File: src/rtl/nbw_pkg.sv
package nbw_pkg;

    typedef enum logic [2:0] {
        ST_IDLE,
        ST_SETUP,
        ST_LOW,
        ST_HIGH,
        ST_TAIL,
        ST_GAP,
        ST_DONE
    } nbw_state_e;

    localparam logic FLAG_ADDR = 1'b0;
    localparam logic FLAG_DATA = 1'b1;

endpackage

File: src/rtl/nbw_halftick.sv
module nbw_halftick #(
    parameter int HALF = 2,
    localparam int CW = (HALF > 1) ? $clog2(HALF) : 1
) (
    input  logic clk,
    input  logic rst_n,
    input  logic run,
    output logic tick
);
    localparam logic [CW-1:0] LAST = CW'(HALF - 1);

    logic [CW-1:0] cnt_q;

    assign tick = run && (cnt_q == LAST);

    always_ff @(posedge clk or negedge rst_n) begin
        if (!rst_n) begin
            cnt_q <= '0;
        end else if (!run || tick) begin
            cnt_q <= '0;
        end else begin
            cnt_q <= cnt_q + 1'b1;
        end
    end


    halftick_idle_chk: assert property (@(posedge clk) disable iff (!rst_n)
        !run |=> (cnt_q == '0));

endmodule

File: src/rtl/nbw_word_builder.sv
module nbw_word_builder
    import nbw_pkg::*;
#(
    parameter int DATA_W    = 8,
    parameter int MAX_BYTES = 2,
    localparam int WORD_W = DATA_W + 1,
    localparam int VAL_W  = DATA_W * MAX_BYTES,
    localparam int CNT_W  = $clog2(MAX_BYTES + 1)
) (
    input  logic              clk,
    input  logic              rst_n,
    input  logic              load,
    input  logic [DATA_W-1:0] addr_i,
    input  logic [CNT_W-1:0]  count_i,
    input  logic [VAL_W-1:0]  value_i,
    input  logic [CNT_W-1:0]  sel_i,
    output logic [WORD_W-1:0] word_o,
    output logic [CNT_W-1:0]  last_o
);
    localparam logic [CNT_W-1:0] MAX_IDX = CNT_W'(MAX_BYTES);

    logic [DATA_W-1:0] addr_q;
    logic [VAL_W-1:0]  value_q;
    logic [CNT_W-1:0]  last_q;
    logic [CNT_W-1:0]  last_d;
    logic [WORD_W-1:0] word_tab [MAX_BYTES+1];

    assign last_d = (count_i > MAX_IDX) ? MAX_IDX : count_i;

    always_ff @(posedge clk or negedge rst_n) begin
        if (!rst_n) begin
            addr_q  <= '0;
            value_q <= '0;
            last_q  <= '0;
        end else if (load) begin
            addr_q  <= addr_i;
            value_q <= value_i;
            last_q  <= last_d;
        end
    end

    // word k (k >= 1) carries byte (last - k): high byte goes first
    always_comb begin
        word_tab[0] = {FLAG_ADDR, addr_q};
        for (int k = 1; k <= MAX_BYTES; k++) begin
            word_tab[k] = {FLAG_DATA, {DATA_W{1'b0}}};
            for (int j = 0; j < MAX_BYTES; j++) begin
                if (int'(last_q) - k == j) begin
                    word_tab[k][DATA_W-1:0] = value_q[j*DATA_W +: DATA_W];
                end
            end
        end
    end

    always_comb begin
        word_o = '0;
        for (int k = 0; k <= MAX_BYTES; k++) begin
            if (int'(sel_i) == k) begin
                word_o = word_tab[k];
            end
        end
    end

    assign last_o = last_q;


    last_bound_chk: assert property (@(posedge clk) disable iff (!rst_n)
        load |=> (last_o <= MAX_IDX));

endmodule

File: src/rtl/nbw_sequencer.sv
module nbw_sequencer
    import nbw_pkg::*;
#(
    parameter int WORD_W = 9,
    parameter int CNT_W  = 2,
    localparam int BIT_W = $clog2(WORD_W)
) (
    input  logic             clk,
    input  logic             rst_n,
    input  logic             req_valid,
    input  logic             tick,
    input  logic [CNT_W-1:0] last_i,
    output logic             req_ready,
    output logic             load_o,
    output logic             done_o,
    output logic             sclk_o,
    output logic             csn_o,
    output logic             bit_en_o,
    output logic             run_o,
    output logic [CNT_W-1:0] word_idx_o,
    output logic [BIT_W-1:0] bit_idx_o
);
    localparam logic [BIT_W-1:0] TOP_BIT = BIT_W'(WORD_W - 1);

    nbw_state_e       state_q, state_d;
    logic [CNT_W-1:0] widx_q, widx_d;
    logic [BIT_W-1:0] bidx_q, bidx_d;

    always_ff @(posedge clk or negedge rst_n) begin
        if (!rst_n) begin
            state_q <= ST_IDLE;
            widx_q  <= '0;
            bidx_q  <= '0;
        end else begin
            state_q <= state_d;
            widx_q  <= widx_d;
            bidx_q  <= bidx_d;
        end
    end

    always_comb begin
        state_d = state_q;
        widx_d  = widx_q;
        bidx_d  = bidx_q;
        unique case (state_q)
            ST_IDLE: begin
                if (req_valid) begin
                    state_d = ST_SETUP;
                    widx_d  = '0;
                    bidx_d  = TOP_BIT;
                end
            end
            ST_SETUP: begin
                if (tick) state_d = ST_LOW;
            end
            ST_LOW: begin
                if (tick) state_d = ST_HIGH;
            end
            ST_HIGH: begin
                if (tick) begin
                    if (bidx_q == '0) begin
                        if (widx_q == last_i) begin
                            state_d = ST_TAIL;
                        end else begin
                            widx_d  = widx_q + 1'b1;
                            bidx_d  = TOP_BIT;
                            state_d = ST_LOW;
                        end
                    end else begin
                        bidx_d  = bidx_q - 1'b1;
                        state_d = ST_LOW;
                    end
                end
            end
            ST_TAIL: begin
                if (tick) state_d = ST_GAP;
            end
            ST_GAP: begin
                if (tick) state_d = ST_DONE;
            end
            ST_DONE: begin
                state_d = ST_IDLE;
            end
            default: begin
                state_d = ST_IDLE;
            end
        endcase
    end

    always_comb begin
        req_ready = 1'b0;
        load_o    = 1'b0;
        done_o    = 1'b0;
        sclk_o    = 1'b1;
        csn_o     = 1'b1;
        bit_en_o  = 1'b0;
        run_o     = 1'b0;
        unique case (state_q)
            ST_IDLE: begin
                req_ready = 1'b1;
                load_o    = req_valid;
            end
            ST_SETUP: begin
                csn_o = 1'b0;
                run_o = 1'b1;
            end
            ST_LOW: begin
                csn_o    = 1'b0;
                sclk_o   = 1'b0;
                bit_en_o = 1'b1;
                run_o    = 1'b1;
            end
            ST_HIGH: begin
                csn_o    = 1'b0;
                bit_en_o = 1'b1;
                run_o    = 1'b1;
            end
            ST_TAIL: begin
                csn_o = 1'b0;
                run_o = 1'b1;
            end
            ST_GAP: begin
                run_o = 1'b1;
            end
            ST_DONE: begin
                done_o = 1'b1;
            end
            default: begin
            end
        endcase
    end

    assign word_idx_o = widx_q;
    assign bit_idx_o  = bidx_q;


    ready_drop_chk: assert property (@(posedge clk) disable iff (!rst_n)
        (req_valid && req_ready) |=> !req_ready);


    done_pulse_chk: assert property (@(posedge clk) disable iff (!rst_n)
        done_o |=> (!done_o && req_ready));


    cs_release_chk: assert property (@(posedge clk) disable iff (!rst_n)
        $rose(csn_o) |-> (sclk_o && $past(sclk_o)));


    fall_in_window_chk: assert property (@(posedge clk) disable iff (!rst_n)
        $fell(sclk_o) |-> !csn_o);


    word_idx_chk: assert property (@(posedge clk) disable iff (!rst_n)
        (state_q != ST_IDLE) |-> (widx_q <= last_i));

endmodule

File: src/rtl/ninebit_cmd_writer.sv
module ninebit_cmd_writer #(
    parameter int CLK_DIV   = 4,
    parameter int DATA_W    = 8,
    parameter int MAX_BYTES = 2,
    localparam int HALF   = CLK_DIV / 2,
    localparam int WORD_W = DATA_W + 1,
    localparam int VAL_W  = DATA_W * MAX_BYTES,
    localparam int CNT_W  = $clog2(MAX_BYTES + 1),
    localparam int BIT_W  = $clog2(WORD_W)
) (
    input  logic              clk,
    input  logic              rst_n,
    input  logic              req_valid,
    output logic              req_ready,
    input  logic [DATA_W-1:0] req_addr,
    input  logic [CNT_W-1:0]  req_count,
    input  logic [VAL_W-1:0]  req_value,
    output logic              done,
    output logic              spi_sclk,
    output logic              spi_csn,
    output logic              spi_mosi
);
    logic              tick;
    logic              run;
    logic              load;
    logic              bit_en;
    logic [CNT_W-1:0]  last_idx;
    logic [CNT_W-1:0]  word_idx;
    logic [BIT_W-1:0]  bit_idx;
    logic [WORD_W-1:0] cur_word;

    nbw_halftick #(.HALF(HALF)) u_tick (
        .clk  (clk),
        .rst_n(rst_n),
        .run  (run),
        .tick (tick)
    );

    nbw_word_builder #(.DATA_W(DATA_W), .MAX_BYTES(MAX_BYTES)) u_words (
        .clk    (clk),
        .rst_n  (rst_n),
        .load   (load),
        .addr_i (req_addr),
        .count_i(req_count),
        .value_i(req_value),
        .sel_i  (word_idx),
        .word_o (cur_word),
        .last_o (last_idx)
    );

    nbw_sequencer #(.WORD_W(WORD_W), .CNT_W(CNT_W)) u_seq (
        .clk       (clk),
        .rst_n     (rst_n),
        .req_valid (req_valid),
        .tick      (tick),
        .last_i    (last_idx),
        .req_ready (req_ready),
        .load_o    (load),
        .done_o    (done),
        .sclk_o    (spi_sclk),
        .csn_o     (spi_csn),
        .bit_en_o  (bit_en),
        .run_o     (run),
        .word_idx_o(word_idx),
        .bit_idx_o (bit_idx)
    );

    assign spi_mosi = bit_en && cur_word[bit_idx];


    mosi_idle_chk: assert property (@(posedge clk) disable iff (!rst_n)
        spi_csn |-> !spi_mosi);


    mosi_stable_rise_chk: assert property (@(posedge clk) disable iff (!rst_n)
        $rose(spi_sclk) && !spi_csn |-> $stable(spi_mosi));

endmodule

File: config.mk
export PLATFORM = sky130hd
export DESIGN_NAME = ninebit_cmd_writer
export DESIGN_NICKNAME = d
export VERILOG_FILES = /design/src/rtl/nbw_pkg.sv /design/src/rtl/nbw_halftick.sv /design/src/rtl/nbw_word_builder.sv /design/src/rtl/nbw_sequencer.sv /design/src/rtl/ninebit_cmd_writer.sv
export SDC_FILE = /design/constraint.sdc
export NUM_CORES = 1
export LEC_CHECK = 0
export CAP_MARGIN = 20
export CORE_ASPECT_RATIO = 1.25
export CORE_UTILIZATION = 48
export DETAILED_ROUTE_END_ITERATION = 16
export PLACE_DENSITY = 0.75
export SLEW_MARGIN = 25
export SYNTH_ARGS = -nofsm -noshare
export SYNTH_HDL_FRONTEND = slang
export SYNTH_SLANG_ARGS = --single-unit
File: constraint.sdc
create_clock -name clk -period 2.75 [get_ports clk]
set_clock_uncertainty 0.15 [all_clocks]
set_input_delay 0.825 -clock clk [delete_from_list [all_inputs] [get_ports clk]]
set_output_delay 0.825 -clock clk [all_outputs]
set_load 0.02 [all_outputs]
Yosys cells after proc, flatten, opt, wreduce, memory -nomap -nowiden
Index checks and enable logic that the tools add are counted.
{ "classes": {"addsub": 5, "magnitude_cmp": 2, "eq_ne": 20, "mux": 37, "n_reduce_logical": 16} }
{ "ops": {"columns": ["operator", "count"], "rows": [
  ["32-bit by 2-bit equality test with 1-bit output, second input constant", 2],
  ["32-bit logical NOT", 2],
  ["8-bit 2-to-1 mux", 5],
  ["3-bit 2-to-1 mux", 8],
  ["9-bit 2-to-1 mux", 2],
  ["3-bit case mux with 6 select lines", 1],
  ["4-bit 2-to-1 mux", 4],
  ["2-bit != test, second input constant", 7],
  ["2-bit 2-to-1 mux", 5],
  ["3-bit equality test, second input constant", 3],
  ["1-bit 2-to-1 mux", 9],
  ["4-bit case mux with 2 select lines", 1],
  ["3-bit by 2-bit equality test with 1-bit output, second input constant", 2],
  ["6-bit AND reduction", 1],
  ["4-bit by 5-bit < comparator with 1-bit output, second input constant", 1],
  ["5-bit AND reduction", 1],
  ["5-bit OR reduction", 1],
  ["1-bit binary-select mux with 4-bit select", 1],
  ["2-bit equality test, second input constant", 2],
  ["4-bit logical NOT", 1],
  ["2-bit case mux with 2 select lines", 1],
  ["4-bit AND reduction", 1],
  ["4-bit OR reduction", 1],
  ["4-bit by 1-bit subtractor with 4-bit output, second input constant", 1],
  ["16 further kinds", 17]
]} }
{ "totals": {"regBits": 36, "inputBits": 29} }

Logic depth before layout (Yosys ltp)
{ "logic_depth": {"word_depth": 9, "ltp_mapped": 8, "depth_no_buf": 7} }

Cells and area by module
A second synthesis with hierarchy kept.
{ "hier_totals": {"cells_unflattened": 191, "hier_area_um2": 2218.4} }
{ "by_module_without_submodules": {"columns": ["mod", "n_inst", "cells_per_inst", "area_each_um2", "seq_area_each_um2"], "rows": [
  ["nbw_word_builder", 1, 111, 1420.1, 650.6],
  ["nbw_sequencer", 1, 66, 658.1, 225.2],
  ["ninebit_cmd_writer", 1, 11, 98.8, 0.0],
  ["nbw_halftick", 1, 3, 41.3, 25.0]
]} }

Worst setup path after synthesis
OpenSTA, ideal clock, no wires.
{ "synth_timing": {"kind": "reg-to-output", "start": "register u_seq.widx_q[0], in the netlist u_seq.word_idx_o[0]", "end": "output port spi_mosi", "arrival_ns": 1.915, "required_ns": 1.775, "setup_slack_ns": -0.140, "stages_incl_launch_ff": 8, "n_path_buf": 0, "path_cell_list": "dfrtp_1 -> inv_1 -> ha_1 -> nor2b_1 -> a2111oi_2 -> a311oi_1 -> o32a_1 -> a211o_1"} }
{ "synth_via": {"elab_chain_cells": 7} }
{ "synth_lines": {"columns": ["element", "line", "source"], "rows": [
  ["from (decl)", "nbw_sequencer.sv:26", "logic [CNT_W-1:0] widx_q, widx_d;"],
  ["from (signal assigned)", "nbw_sequencer.sv:36", "widx_q <= widx_d;"],
  ["2-bit logical NOT", "nbw_word_builder.sv:58", "if (int'(sel_i) == k) begin"],
  ["8-bit 2-to-1 mux", "nbw_word_builder.sv:58", null],
  ["9-bit 2-to-1 mux", "nbw_word_builder.sv:58", null],
  ["9-bit 2-to-1 mux (*)", "nbw_word_builder.sv:58", null],
  ["1-bit binary-select mux with 4-bit select (*)", "ninebit_cmd_writer.sv:68", "assign spi_mosi = bit_en && cur_word[bit_idx];"],
  ["1-bit 2-to-1 mux (not written as such) (*)", "ninebit_cmd_writer.sv:68", null],
  ["1-bit logical AND (*)", "ninebit_cmd_writer.sv:68", null],
  ["to (decl)", "ninebit_cmd_writer.sv:21", "output logic spi_mosi"]
]} }
Every way passes the cells marked *; elsewhere a longest branch is shown, timed or not. The select of a mux whose other input is x is not followed.

Worst setup path after layout
Same ends and word-level chain as after synthesis.

==> impl_metrics.toml <==
[run_status]
status = "finished, violations left"
violations = "setup timing"

[logic_synthesis]
synth_mux_area_frac = 0.0742
synthCells = 238
synth_xor_area_frac = 0.0122
synthArstFlopShare = 1.00
synthDistinctLibCells = 58
avgSynthCellArea_um2 = 9.07
syn_area_mm2 = 0.00216
synth_compound_area_frac = 0.145
ys.flop_type = "dfrtp_1"
syn_nets = 274
synth_edf_count = 0
synth_fa_ha_area_frac = 0.0406
synth-seq-cells = 36
synth_top_family_by_area = "simple AND/OR/NAND/NOR gates"
yosys.area_share.simple = 0.262
yosysWarnings = 0
ys_seq_area_frac = 0.417

[route]
m1WireLength_um = 2230
via_per_inst = 5.35
drcViolationCount = 0
postRouteAntennaNets = 0
wl_um = 4990
wl_met3_um = 129
via_count = 1932
dr.pass1.iters = 4
drtIter0Drc = 65
topRoutingLayerUsed = "met4"
wl_met2_um = 2520
post_drt_wl_per_cell_um = 13.8

[clocking]
cts_tree = "built"
clk_pin_slew_ns = 0.07
cts-root-buf = "clkbuf_8"
clock_path_buffers = 2
post_cts_buffers = 0
numCtsBuffers = 5
cts.hold.buffers_added = 0
clock_sinks = 36
insertion_delay_ns = 0.29
htree_levels = 2

[placement]
gp_congestion = 0.923
dp_hpwl_um = 3720
io_buffer_count = 33
dpl_worst_slack_ns = -0.563
dpl.cell_count = 354
dpl_cell_area_mm2 = 0.00281

[global_routing]
grt_pass1_wl_um = 8560
antenna_found_initial = 0
grt_max_degree = 37
grt-ovfl-total = 0
grtUsageTotal = 0.242
grt_pass1_vias = 1854

[power]
p_total_mw = 3.23
power_density_mw_per_mm2 = 1110
ir_worst_vdd_mv = 0.524
cellLeakagePower_nw = 1.45

[sta]
whs_ns = 0.314
relSlewSlack = 0.700
setup_viol = 1
worst_pin_slew_ns = 0.451
report.final.slew_viol_count = 0
hold_viol_final = 0
min_period_ns = 3.18
timing.final.crit_share = 1.15
finalSetupTns_ns = -0.426
rsz0062_at_grt = "yes"
fmax_mhz = 315
setup_ws_ns = -0.426

[critical_path]
ff2ff_path_depth = 8
timing.rr.end = "u_seq.bit_idx_o[0]$_DFFE_PN0P_"
r2r_setup_slack_ns = 0.30
rr_startpoint = "u_seq.bit_idx_o[0]$_DFFE_PN0P_"
cpLargestDelayFamily = "compound AO/OA/AOI/OAI gates"
path_buf_inv = 1
critPathKind = "flop to output pin"
end_kind = "output pin"
path_max_fanout = 7
path_cells = "ha_4, and4b_1, a2111oi_4, a311oi_1, o32a_1, a211o_1, buf_6"
crit_arrival_ns = 2.20
cp_slowest_stage_delay_ns = 0.43
critPathLaunchType = "flop"
required_ns = 1.78
critPathSlowestCell = "dfrtp_1"

[floorplan]
die-area_mm2 = 0.00477
fp-row-count = 26
start_util = 0.515
die_w_um = 62.0
ioPinCount = 34
die_h_um = 77.0
coreArea_mm2 = 0.00420

[final_layout]
n_antenna_cell = 0
stdcell_count = 361
drive_above_1_share = 0.216
stdcell_area_mm2 = 0.00292
final_util = 0.695
syn_to_final_growth_pct = 35.1
finish.net_count = 341

[flow_run]
maxCapViolCount = 0

[worst_hold_path]
min_path_cells = 1
min_from = "u_tick.cnt_q$_DFF_PN0_"
worst_hold_path_type = "flop to flop"
hold_end = "u_tick.cnt_q$_DFF_PN0_"
layer usage:
| layer | GRT usage | vias to the layer above |
|---|---|---|
| met5 | 0 | - |
| met1 | 0.319 | 905 |
| li1 | - | 977 |
| met2 | 0.390 | 39 |
| met4 | 0.0800 | 0 |
| met3 | 0.0405 | 11 |
cell type report:
type | count | area, um2
fillers | 330 | 1280
multi-input cells | 182 | 1200
flip-flops and latches | 36 | 902
inverters | 8 | 30.0
clock buffers | 7 | 96.3
repair buffers | 72 | 623
well taps | 56 | 70.1
sequential cells by signal, indices dropped and copies added, names as in the netlist:
| signal | flops |
|---|---|
| u_seq.state_q | 3 |
| u_words.addr_q | 8 |
| u_seq.bit_idx_o | 4 |
| u_tick.cnt_q | 1 |
| u_words.value_q | 16 |
| u_words.last_o | 2 |
| u_seq.word_idx_o | 2 |
worst max path at each step:
| stage | slack, ns | from | to | depth (start not counted) |
|---|---|---|---|---|
| global placement | -0.53 | u_seq.word_idx_o[0]$_DFFE_PN0P_ | spi_mosi | 7 |
| CTS | -0.44 | u_seq.word_idx_o[0]$_DFFE_PN0P_ | spi_mosi | 7 |
| finish | -0.43 | u_seq.word_idx_o[0]$_DFFE_PN0P_ | spi_mosi | 7 |
| detailed placement | -0.56 | u_seq.word_idx_o[0]$_DFFE_PN0P_ | spi_mosi | 7 |
| global route | -0.50 | u_seq.word_idx_o[0]$_DFFE_PN0P_ | spi_mosi | 8 |
| floorplan | -0.07 | u_seq.word_idx_o[1]$_DFFE_PN0P_ | spi_mosi | 8 |
Yosys cell counts (3+ instances only):
library cell	number	area, um2
inv_1	7	26.3
dfrtp_1	36	901
and4b_1	6	60.1
ha_1	7	87.6
nor3_1	3	15.0
nand3_1	6	30.0
nand2_1	85	319
nor2_1	6	22.5
buf_2	6	30.0
xor2_1	3	26.3
o22ai_1	3	18.8
a22oi_1	3	22.5
a31oi_1	3	18.8
a21oi_1	5	25.0
o21ai_0	3	15.0
cell usage in the layout (no fill, tap or decap), types with 3 or more instances in the layout:
| cell type | instances |
|---|---|
| and4b_1 | 6 |
| a22oi_1 | 3 |
| dfrtp_1 | 35 |
| o22ai_1 | 3 |
| o21ai_0 | 3 |
| nor2_1 | 6 |
| a21oi_1 | 5 |
| a31oi_1 | 3 |
| clkdlybuf4s50_1 | 28 |
| ha_1 | 5 |
| buf_4 | 39 |
| nand2_1 | 85 |
| dlygate4sd2_1 | 3 |
| nor3_1 | 3 |
| xor2_1 | 3 |
| inv_1 | 5 |
| nand3_1 | 6 |
| clkbuf_8 | 7 |
where the power goes:
group	switching [mW]	internal (mW)	leakage, nW
logic	0.879	0.946	0.951
registers	0.223	0.777	0.445
clock network	0.187	0.223	0.0503
total	1.29	1.95	1.45
timing repair:
action	in CTS	in global routing
pin swaps	4	0
setup endpoints to repair	4	2
cloned	0	0
gates resized for setup	10	2
cell families (layout without fill, tap and decap cells):
logic type,after synthesis,after routing
AND/OR/NAND/NOR,123,123
AO/OA/AOI/OAI,40,40
flip-flops,36,36
buffers and inverters,20,87
multiplexers,9,9
adder cells (fa/ha/maj),7,7
XOR/XNOR,3,3
No activity file was read; power rests on OpenSTA's default activity.
